**config.mk**
```make
export PLATFORM = sky130hd
export DESIGN_NAME = bac_top
export DESIGN_NICKNAME = d
export VERILOG_FILES = /design/src/rtl/bac_pkg.sv /design/src/rtl/bac_capture.sv /design/src/rtl/bac_decode.sv /design/src/rtl/bac_claim_fsm.sv /design/src/rtl/bac_top.sv
export SDC_FILE = /design/constraint.sdc
export NUM_CORES = 1
export LEC_CHECK = 0
export ABC_AREA = 1
export BUFFER_PORTS_ARGS = -buffer_cell sky130_fd_sc_hd__buf_2
export CAP_MARGIN = 20
export CORE_ASPECT_RATIO = 1.25
export CORE_UTILIZATION = 51
export CTS_CLUSTER_SIZE = 28
export DETAILED_ROUTE_END_ITERATION = 7
export GPL_ROUTABILITY_DRIVEN = 0
export PLACE_DENSITY = 0.87
export SYNTH_ARGS = -nofsm -noshare
export SYNTH_HDL_FRONTEND = slang
export SYNTH_SLANG_ARGS = --single-unit
```
**constraint.sdc**
```tcl
create_clock -name clk -period 4.1 [get_ports clk]
set_clock_uncertainty 0.05 [all_clocks]
set_input_delay 0.205 -clock clk [delete_from_list [all_inputs] [get_ports clk]]
set_output_delay 0.205 -clock clk [all_outputs]
set_load 0.01 [all_outputs]
```
**src/rtl/bac_pkg.sv**
```systemverilog
package bac_pkg;

    typedef enum logic [1:0] {
        ST_IDLE,
        ST_DECODE,
        ST_CLAIM,
        ST_IGNORE
    } claim_state_e;

    typedef enum logic [1:0] {
        SPD_FAST   = 2'b00,
        SPD_MEDIUM = 2'b01,
        SPD_SLOW   = 2'b10,
        SPD_SLOW_X = 2'b11
    } speed_e;

    localparam logic [3:0] CMD_IO_RD  = 4'b0010;
    localparam logic [3:0] CMD_IO_WR  = 4'b0011;
    localparam logic [3:0] CMD_MEM_RD = 4'b0110;
    localparam logic [3:0] CMD_MEM_WR = 4'b0111;

endpackage

```
**src/rtl/bac_capture.sv**
```systemverilog
module bac_capture #(
    parameter int AW = 32,
    parameter int CW = 4
) (
    input  logic          clk,
    input  logic          rst_n,
    input  logic          arm,
    input  logic          frame_n,
    input  logic [AW-1:0] ad,
    input  logic [CW-1:0] cbe_n,
    output logic          take,
    output logic [AW-1:0] cap_addr,
    output logic [CW-1:0] cap_cmd
);

    logic frame_q;

    // start edge: frame seen high last edge, low now, and the sequencer is free
    assign take = arm & frame_q & ~frame_n;

    always_ff @(posedge clk or negedge rst_n) begin
        if (!rst_n) begin
            frame_q  <= 1'b1;
            cap_addr <= '0;
            cap_cmd  <= '0;
        end else begin
            frame_q <= frame_n;
            if (take) begin
                cap_addr <= ad;
                cap_cmd  <= cbe_n;
            end
        end
    end

endmodule

```
**src/rtl/bac_decode.sv**
```systemverilog
module bac_decode
    import bac_pkg::*;
#(
    parameter int AW           = 32,
    parameter int CW           = 4,
    parameter int IO_SUB_BITS  = 16,
    parameter int MEM_SUB_BITS = 24
) (
    input  logic [AW-1:0] cap_addr,
    input  logic [CW-1:0] cap_cmd,
    input  logic          cfg_pos_en,
    input  logic          cfg_win_io,
    input  logic [AW-1:0] cfg_win_base,
    input  logic [AW-1:0] cfg_win_mask,
    input  logic          cfg_sub_en,
    output logic          cmd_io,
    output logic          cmd_wr,
    output logic          pos_hit,
    output logic          sub_cand
);

    logic cmd_ok;
    logic io_low;
    logic mem_low;
    logic addr_match;

    always_comb begin
        cmd_ok = 1'b1;
        cmd_io = 1'b0;
        cmd_wr = 1'b0;
        unique case (cap_cmd)
            CMD_IO_RD:  cmd_io = 1'b1;
            CMD_IO_WR:  begin cmd_io = 1'b1; cmd_wr = 1'b1; end
            CMD_MEM_RD: cmd_io = 1'b0;
            CMD_MEM_WR: cmd_wr = 1'b1;
            default:    cmd_ok = 1'b0;
        endcase
    end

    generate
        if (IO_SUB_BITS < AW) begin : g_io_rng
            assign io_low = ~|cap_addr[AW-1:IO_SUB_BITS];
        end else begin : g_io_all
            assign io_low = 1'b1;
        end
        if (MEM_SUB_BITS < AW) begin : g_mem_rng
            assign mem_low = ~|cap_addr[AW-1:MEM_SUB_BITS];
        end else begin : g_mem_all
            assign mem_low = 1'b1;
        end
    endgenerate

    assign addr_match = ~|((cap_addr ^ cfg_win_base) & cfg_win_mask);
    assign pos_hit    = cfg_pos_en & cmd_ok & (cmd_io == cfg_win_io) & addr_match;
    assign sub_cand   = cfg_sub_en & cmd_ok & (cmd_io ? io_low : mem_low);

endmodule

```
**src/rtl/bac_claim_fsm.sv**
```systemverilog
module bac_claim_fsm
    import bac_pkg::*;
#(
    parameter int SUB_LATE  = 4,
    parameter int SUB_EARLY = 3,
    localparam int CNT_W    = $clog2(SUB_LATE + 1)
) (
    input  logic       clk,
    input  logic       rst_n,
    input  logic       take,
    input  logic       frame_n,
    input  logic       devsel_in_n,
    input  logic       pos_hit,
    input  logic       sub_cand,
    input  logic [1:0] cfg_speed,
    input  logic       cfg_sub_early,
    output logic       idle,
    output logic       devsel_n,
    output logic       claim_active,
    output logic       claim_sub
);

    claim_state_e     state, state_nx;
    logic [CNT_W-1:0] cnt;
    logic [CNT_W-1:0] cnt_nx;
    logic [CNT_W-1:0] pos_tgt;
    logic [CNT_W-1:0] sub_tgt;
    logic             other_seen;
    logic             sub_q;
    logic             load_sub;

    assign cnt_nx  = cnt + CNT_W'(1);
    assign sub_tgt = cfg_sub_early ? CNT_W'(SUB_EARLY) : CNT_W'(SUB_LATE);

    always_comb begin
        unique case (speed_e'(cfg_speed))
            SPD_FAST:   pos_tgt = CNT_W'(1);
            SPD_MEDIUM: pos_tgt = CNT_W'(2);
            SPD_SLOW:   pos_tgt = CNT_W'(3);
            SPD_SLOW_X: pos_tgt = CNT_W'(3);
            default:    pos_tgt = CNT_W'(3);
        endcase
    end

    // next-state logic
    always_comb begin
        state_nx = state;
        load_sub = 1'b0;
        unique case (state)
            ST_IDLE: begin
                if (take) state_nx = ST_DECODE;
            end
            ST_DECODE: begin
                if (frame_n) begin
                    state_nx = ST_IDLE;
                end else if (pos_hit) begin
                    if (cnt_nx == pos_tgt) state_nx = ST_CLAIM;
                end else if (sub_cand && !other_seen && devsel_in_n) begin
                    if (cnt_nx == sub_tgt) begin
                        state_nx = ST_CLAIM;
                        load_sub = 1'b1;
                    end
                end else begin
                    state_nx = ST_IGNORE;
                end
            end
            ST_CLAIM: begin
                if (frame_n) state_nx = ST_IDLE;
            end
            ST_IGNORE: begin
                if (frame_n) state_nx = ST_IDLE;
            end
            default: state_nx = ST_IDLE;
        endcase
    end

    // state register and decode bookkeeping
    always_ff @(posedge clk or negedge rst_n) begin
        if (!rst_n) begin
            state      <= ST_IDLE;
            cnt        <= '0;
            other_seen <= 1'b0;
            sub_q      <= 1'b0;
        end else begin
            state <= state_nx;
            if (take) begin
                cnt        <= '0;
                other_seen <= 1'b0;
            end else if (state == ST_DECODE) begin
                cnt <= cnt_nx;
                if (!devsel_in_n) other_seen <= 1'b1;
            end
            if (state == ST_DECODE && state_nx == ST_CLAIM) sub_q <= load_sub;
        end
    end

    // outputs
    always_comb begin
        idle         = (state == ST_IDLE);
        claim_active = (state == ST_CLAIM);
        devsel_n     = ~claim_active;
        claim_sub    = claim_active & sub_q;
    end

    AST_POS_WITHIN3: assert property (@(posedge clk) disable iff (!rst_n)
        ($fell(devsel_n) && !claim_sub) |-> ($past(cnt) < CNT_W'(3)));

    AST_SUB_NOT_EARLY: assert property (@(posedge clk) disable iff (!rst_n)
        ($fell(devsel_n) && claim_sub) |-> ($past(cnt) >= CNT_W'(SUB_EARLY - 1)));

    AST_SUB_YIELDS: assert property (@(posedge clk) disable iff (!rst_n)
        ($fell(devsel_n) && claim_sub) |-> ($past(devsel_in_n) && !$past(other_seen)));

    AST_HOLD_CLAIM: assert property (@(posedge clk) disable iff (!rst_n)
        (!devsel_n && !frame_n) |=> !devsel_n);

    AST_RELEASE: assert property (@(posedge clk) disable iff (!rst_n)
        (!devsel_n && frame_n) |=> devsel_n);

endmodule

```
**src/rtl/bac_top.sv**
```systemverilog
module bac_top #(
    parameter int AW           = 32,
    parameter int CW           = 4,
    parameter int IO_SUB_BITS  = 16,
    parameter int MEM_SUB_BITS = 24,
    parameter int SUB_LATE     = 4,
    parameter int SUB_EARLY    = 3
) (
    input  logic          clk,
    input  logic          rst_n,
    input  logic          frame_n,
    input  logic [AW-1:0] ad,
    input  logic [CW-1:0] cbe_n,
    input  logic          devsel_in_n,
    input  logic          cfg_pos_en,
    input  logic          cfg_win_io,
    input  logic [AW-1:0] cfg_win_base,
    input  logic [AW-1:0] cfg_win_mask,
    input  logic [1:0]    cfg_speed,
    input  logic          cfg_sub_en,
    input  logic          cfg_sub_early,
    output logic          devsel_n,
    output logic          claim_active,
    output logic          claim_sub,
    output logic          claim_io,
    output logic          claim_write,
    output logic [AW-1:0] claim_addr
);

    logic          take;
    logic          idle;
    logic [AW-1:0] cap_addr;
    logic [CW-1:0] cap_cmd;
    logic          cmd_io;
    logic          cmd_wr;
    logic          pos_hit;
    logic          sub_cand;

    bac_capture #(.AW(AW), .CW(CW)) u_cap (
        .clk      (clk),
        .rst_n    (rst_n),
        .arm      (idle),
        .frame_n  (frame_n),
        .ad       (ad),
        .cbe_n    (cbe_n),
        .take     (take),
        .cap_addr (cap_addr),
        .cap_cmd  (cap_cmd)
    );

    bac_decode #(
        .AW(AW), .CW(CW), .IO_SUB_BITS(IO_SUB_BITS), .MEM_SUB_BITS(MEM_SUB_BITS)
    ) u_dec (
        .cap_addr     (cap_addr),
        .cap_cmd      (cap_cmd),
        .cfg_pos_en   (cfg_pos_en),
        .cfg_win_io   (cfg_win_io),
        .cfg_win_base (cfg_win_base),
        .cfg_win_mask (cfg_win_mask),
        .cfg_sub_en   (cfg_sub_en),
        .cmd_io       (cmd_io),
        .cmd_wr       (cmd_wr),
        .pos_hit      (pos_hit),
        .sub_cand     (sub_cand)
    );

    bac_claim_fsm #(.SUB_LATE(SUB_LATE), .SUB_EARLY(SUB_EARLY)) u_fsm (
        .clk           (clk),
        .rst_n         (rst_n),
        .take          (take),
        .frame_n       (frame_n),
        .devsel_in_n   (devsel_in_n),
        .pos_hit       (pos_hit),
        .sub_cand      (sub_cand),
        .cfg_speed     (cfg_speed),
        .cfg_sub_early (cfg_sub_early),
        .idle          (idle),
        .devsel_n      (devsel_n),
        .claim_active  (claim_active),
        .claim_sub     (claim_sub)
    );

    assign claim_io    = claim_active & cmd_io;
    assign claim_write = claim_active & cmd_wr;
    assign claim_addr  = claim_active ? cap_addr : '0;

endmodule

```
======== Word level (Yosys, flattened, before mapping) ========
Cells that the tools add are included.
cells by class
  add/subtract/negate cells ............... 1
  equality and inequality tests ........... 15
  multiplexer cells ....................... 25
  bitwise logic cells ..................... 14
  reductions and logical operators ........ 19
operators by type and width
  cell                 count
  $and 32x32->32       1
  $mux 32              1
  $reduce_or 32->1     1
  $xor 32x32->32       1
  $reduce_or 16->1     1
  $mux 2               7
  $mux 1               12
  $and 1x1->1          10
  $eq 2x2->1 const B   5
  $mux 3               3
  $pmux 3 s3           1
  $eq 4x2->1 const B   2
  $eq 4x3->1 const B   2
  $reduce_or 2->1      4
  $reduce_or 8->1      1
  $eq 3x3->1           2
  $pmux 2 s3           1
  $eq 2x1->1 const B   2
  $logic_not 1->1      4
  $logic_not 2->1      2
  $reduce_or 4->1      1
  $add 3x1->3 const B  1
  $logic_and 1x1->1    3
  $ne 2x1->1 const B   1
  4 further kinds      5
storage, ports and cells
  register bits ........................... 44
  bits of input ports ..................... 110
  output and inout bits ................... 37
  word-level logic and storage cells ...... 81

======== Depth between registers and ports, before layout ========
  depth after elaboration ................. 13
  depth in mapped cells ................... 14

======== Cells and area by module ========
A second synthesis with hierarchy kept.
unflattened totals
  cells, all modules ...................... 490
  area, all modules ....................... 3060.4 µm²
modules (own cells, without submodules)
  module         times used  cells an instance  area each (µm²)
  bac_capture    1           162                1541.5
  bac_decode     1           181                745.7
  bac_claim_fsm  1           75                 476.7
  bac_top        1           72                 296.5

======== Worst setup path before layout ========
OpenSTA, ideal clock, no wires.
  path type ............................... reg2reg
  from .................................... reg u_fsm.cnt[0]
  to ...................................... reg u_fsm.sub_q
  arrival time ............................ 1524 ps
  required time ........................... 3933 ps
  setup slack ............................. 2409 ps
  stages on the path, launching flop included .. 11
  period minus slack after synthesis ...... 1691 ps
  cell sequence ........................... dfrtp_1 ha_1 nor3_1 o21ai_1 and3_1 nand2_1 nand3_1 nor2_2 nand3_1 nand2_1 nand2_1
between the ends
  cells in the longest elaborated chain, start to end .. 9
  elaborated cells between the ends (all ways) .. 16
ends and longest elaborated chain
  element                 RTL line             text
  start, declared         bac_claim_fsm.sv:24  logic [CNT_W-1:0] cnt;
  start signal, assigned  bac_claim_fsm.sv:90  cnt <= cnt_nx;
  $add 3x1->3 (*)         bac_claim_fsm.sv:32  assign cnt_nx = cnt + CNT_W'(1);
  $eq 3x3->1              bac_claim_fsm.sv:59  if (cnt_nx == sub_tgt) begin
  $mux 2                  bac_claim_fsm.sv:59
  $mux 2                  bac_claim_fsm.sv:58  end else if (sub_cand && !other_seen && devsel_in_n) begin
  $mux 2                  bac_claim_fsm.sv:56  end else if (pos_hit) begin
  $mux 2                  bac_claim_fsm.sv:54  if (frame_n) begin
  $pmux 2 s3              bac_claim_fsm.sv:49  unique case (state)
  $eq 2x2->1              bac_claim_fsm.sv:93  if (state == ST_DECODE && state_nx == ST_CLAIM) sub_q <= load_sub;
  $logic_and 1x1->1       bac_claim_fsm.sv:93
  end signal, assigned    bac_claim_fsm.sv:93
  end, declared           bac_claim_fsm.sv:29  logic sub_q;
Mark *: on every way between the ends. The rest lies on a longest branch, timed or not.
A chain may end at the register's enable or synchronous reset.

======== Worst setup path after layout ========
  from .................................... reg u_fsm.state[1]
  to ...................................... out claim_io
between the ends
  cells in the longest elaborated chain, start to end .. 2
ends and longest elaborated chain
  element                 RTL line              text
  start, declared         bac_claim_fsm.sv:23   claim_state_e state, state_nx;
  start signal, assigned  bac_claim_fsm.sv:85   state <= state_nx;
  $eq 2x2->1              bac_claim_fsm.sv:100  claim_active = (state == ST_CLAIM);
  $and 1x1->1             bac_top.sv:83         assign claim_io = claim_active & cmd_io;
  end, declared           bac_top.sv:25         output logic claim_io,
Every way passes these cells.

==> tab_implementation.tex <==
\begin{tabular}{lr}
\hline
Metric & Value \\
\hline
\multicolumn{2}{l}{\textbf{Status}} \\
Outcome & finished, violations left \\
Violated checks & hold timing \\
\multicolumn{2}{l}{\textbf{Clock network}} \\
Number of buffers created by CTS & 5 \\
Total number of clock tree sinks & 44 \\
Clk pin slew, worst setup/hold paths & 0.08 ns \\
Clock tree from TritonCTS & done \\
Number of levels the H-tree was split into & 2 \\
Clock Root Buffer & clkbuf\_8 \\
Post-cts repair resize count & 0 \\
Clock latency on the worst-skew pair & 0.30 ns \\
Largest buffer count on any clock path & 2 \\
\multicolumn{2}{l}{\textbf{Synthesis}} \\
Mean post-synth cell area & 6.21 um2 \\
Flop and latch count out of synthesis & 44 \\
Synth unique cells & 27 \\
Number of nets produced by synthesis & 615 \\
Post-synth top area share & 0.344 \\
Post-synth top area cell & dfrtp\_1 \\
Proportion of synthesized chip area in sequential cells & 0.352 \\
Count of mapped cells out of synthesis & 504 \\
Warnings from Yosys & 0 \\
Synth area leaders & dfrtp\_1 (34\%), nand2\_1 (20\%), nor2\_1 (9.2\%), inv\_1 (6.2\%), nand3\_1 (5.3\%) \\
Post-synthesis cell area & between 3000 and 4000 um2 \\
\multicolumn{2}{l}{\textbf{Cells and area}} \\
Final net count & 759 \\
Antenna cells & 0 \\
Syn-to-layout area delta & 28.3\% \\
Layout cell share with drive strength beyond 1 & 0.316 \\
\multicolumn{2}{l}{\textbf{STA}} \\
Number of failing setup endpoints in the final timing report & 0 \\
Slew Viols, Final & 0 \\
Worst-margin pin slew & $\sim$1.0 ns \\
Final min period & between 2 and 3 ns \\
Setup TNS & 0 ns \\
Worst slew margin relative to its limit & 0.316 \\
Worst hold-check slack & -0.00391 ns \\
Hold violation total from the final report & 3 \\
Unrepaired setup endpoints after global routing & no \\
Post-route fraction of the period consumed by the critical path & 0.654 \\
Maximum clock frequency & around 370 MHz \\
\multicolumn{2}{l}{\textbf{Worst setup path}} \\
Number of buffers and inverters on the critical path & 3 \\
Beginning of the critical path & u\_fsm.state[1]\$\_DFF\_PN0\_ \\
CP Data Required Time & roughly 3.9 ns \\
FF-to-FF path depth & 5 \\
CP Capture Type & output pin \\
Startpoint type of the worst setup path & register \\
Cell with the biggest individual delay on the critical path & clkinv\_1 \\
Worst path cell trace & inv\_1 > nor2\_1 > clkinv\_1 > nor3\_1 > buf\_2 \\
Delay of the slowest critical-path stage & between 0.8 and 0.9 ns \\
Arrival time at the worst endpoint & 2.43 ns \\
Startpoint of the lowest-slack register-to-register path & u\_fsm.state[0]\$\_DFF\_PN0\_ \\
Worst Path Class, Setup & reg -> out \\
Count of cell instances traversed by the critical path & 5 \\
Worst Path Max Fanout & 35 \\
Dominant delay contributor by cell family on the critical path & buffers and inverters \\
\multicolumn{2}{l}{\textbf{Pwr}} \\
Reg power frac & 0.396 \\
Logic gate share of total power & 0.443 \\
Cell-internal power & between 0.9 and 1 mW \\
Share of power burned in the clock network & 0.160 \\
Power per Cell Area & between 400 and 500 nW/um2 \\
Worst IR drop on VDD & 180 uV \\
Switching portion of total power & 0.430 \\
Total power & 1.67 mW \\
Pleak & $\sim$2.3 nW \\
Switching power total & 0.718 mW \\
\multicolumn{2}{l}{\textbf{Global route}} \\
Total overflow reported by the global router & 0 \\
M3 GR Usage & 0.0458 \\
Global routing usage on met2 & 0.502 \\
Antenna violations before repair & 0 \\
Gr busiest metal & met2 \\
Vias in the first global route & $\sim$3400 \\
Global router's overall resource usage & 0.273 \\
Largest net degree at the start of global routing & 72 \\
Met1 Resource Use GR & 0.320 \\
Global-route wire length before repair & 13900 um \\
\multicolumn{2}{l}{\textbf{Floorplanning}} \\
Effective utilization at floorplan & 0.535 \\
Horizontal extent of the die & 72.1 um \\
Die height & 89.6 um \\
Number of I/O pins & around 150 \\
Number of standard-cell rows in the floorplan & 31 \\
Area of the core region & between 5000 and 6000 um2 \\
Area of the die & 6460 um2 \\
\multicolumn{2}{l}{\textbf{Drt}} \\
Number of iterations in the first detailed-routing pass & 4 \\
Vias post-DR & 3612 \\
Final wirelength & 8470 um \\
Number of routed nets with antenna violations & 0 \\
DRT iter0 DRCs & 180 \\
Drt via density & between 4 and 5 \\
Post-route DRC & 0 \\
Routed len/inst & 11.6 um \\
\multicolumn{2}{l}{\textbf{Placed design}} \\
Sum of net half-perimeters after detailed placement & between 6000 and 7000 um \\
Port Buffer Count & 146 \\
\multicolumn{2}{l}{\textbf{Worst hold path}} \\
HP Class & in -> async \\
\multicolumn{2}{l}{\textbf{Job}} \\
Maximum capacitance violations & 0 \\
\hline
\end{tabular}
## worst register-to-register path: cells and delay by family, from the launching register on
kind	cells	cell delay [ns]
buffers and inverters	2	0.91
DFF	1	0.41
and+or+nand+nor	2	0.40
AOI/OAI and AO/OA	1	0.13
## power by group through the flow
stage          clock network (mW)  logic (mW)  registers [mW]
6_report                    0.267       0.739           0.661
5_1_grt                     0.288       0.850           0.675
4_1_cts                     0.269       0.742           0.659
3_5_place_dp                    0       0.738           0.667
3_3_place_gp                    0       0.714           0.659
2_1_floorplan                   0       0.522           0.644
## layout make-up
class | instances | area, um2
fillers | 515 | 1840
multi-input cells | 371 | 1700
flip-flops and latches | 44 | 1100
repair buffers | 147 | 741
inverters | 79 | 297
well taps | 82 | 103
clock buffers | 7 | 76.3
clock inverters | 1 | 5.00
## per-layer routing
| metal | part of all wire | vias up | routed length, um |
|---|---|---|---|
| li1 | - | 1851 | - |
| met1 | 0.42 | 1620 | 3550 |
| met3 | 0.054 | 16 | 456 |
| met5 | 0 | - | 0 |
| met2 | 0.51 | 125 | 4310 |
| met4 | 0.019 | 0 | 157 |
## sequential cells by signal (all words and copies together) (netlist names)
signal	count
u_cap.cap_addr	32
u_cap.cap_cmd	4
u_cap.frame_q	1
u_fsm.cnt	3
u_fsm.other_seen	1
u_fsm.state	2
u_fsm.sub_q	1
## layout by cell type, fill, tap and decap left out, types with 2 or more instances in the layout
cell	instances
nor2_1	77
nand2_1	165
inv_2	26
inv_1	52
nor3_1	4
o21ai_1	8
nand2_2	5
o21ai_0	32
a21oi_1	4
nor2_2	7
clkbuf_8	5
or2_1	3
and3_1	2
clkbuf_1	2
dfrtp_1	43
nand4_1	11
nand3_1	33
nand3_2	12
buf_2	146
## stage by stage
step,setup slack [ns],hold WS (ns),std cells,util,instance area (um2)
after floorplan,2.41,-0.141,504,-,3130
after global placement,1.92,0.299,722,0.671,3930
after detailed placement,1.77,0.296,722,0.671,3930
after CTS,1.42,0.0476,731,0.686,4020
after global routing,1.17,0.0473,731,0.686,4020
final,1.42,-0.00391,731,0.686,4020
## kinds of logic (layout without fill, tap and decap cells)
logic type,Yosys count,in the layout,synth area share
DFF,44,44,0.352
AOI/OAI and AO/OA,45,45,0.0727
and+or+nand+nor,324,324,0.462
buffers and inverters,89,234,0.107
adders and majority gates,1,1,0.00399
xor gates and xnor gates,1,1,0.00280
## final timing paths
| kind | end | slack, ns |
|---|---|---|
| min in group clk | u_cap.cap_cmd[0]$_DFFE_PN0P_ | 0.05 |
| worst max-delay path | claim_io | 1.42 |
| max in group asynchronous | u_cap.cap_addr[18]$_DFFE_PN0P_ | 3.38 |
| worst min-delay path | u_cap.cap_addr[19]$_DFFE_PN0P_ | -0.004 |
| worst min register to register | u_fsm.sub_q$_DFFE_PN0P_ | 0.43 |
| worst max register to register | u_cap.cap_addr[31]$_DFFE_PN0P_ | 2.11 |
## what timing repair did
action / in CTS / in global routing
setup buffers: 0 / 0
hold buffers: 1 / 0
endpoints found under the hold margin: 1 / 0
## cell usage after synthesis
cell type,number
nor2_2,7
nand3_2,12
o21ai_0,32
nand3_4,1
o21ai_1,8
and3_1,2
inv_1,52
clkbuf_1,10
ha_1,1
nand4_4,1
and2_1,1
inv_2,26
a21oi_1,4
nand4_1,11
a211oi_1,1
dfstp_2,1
nor2b_1,1
nor2_1,77
nand2_2,5
clkinv_1,1
nor3_1,4
nor4_1,1
dfrtp_1,43
nand2_1,165
nand3_1,33
xnor2_1,1
or2_1,3
(Power assumes the default switching activity.)
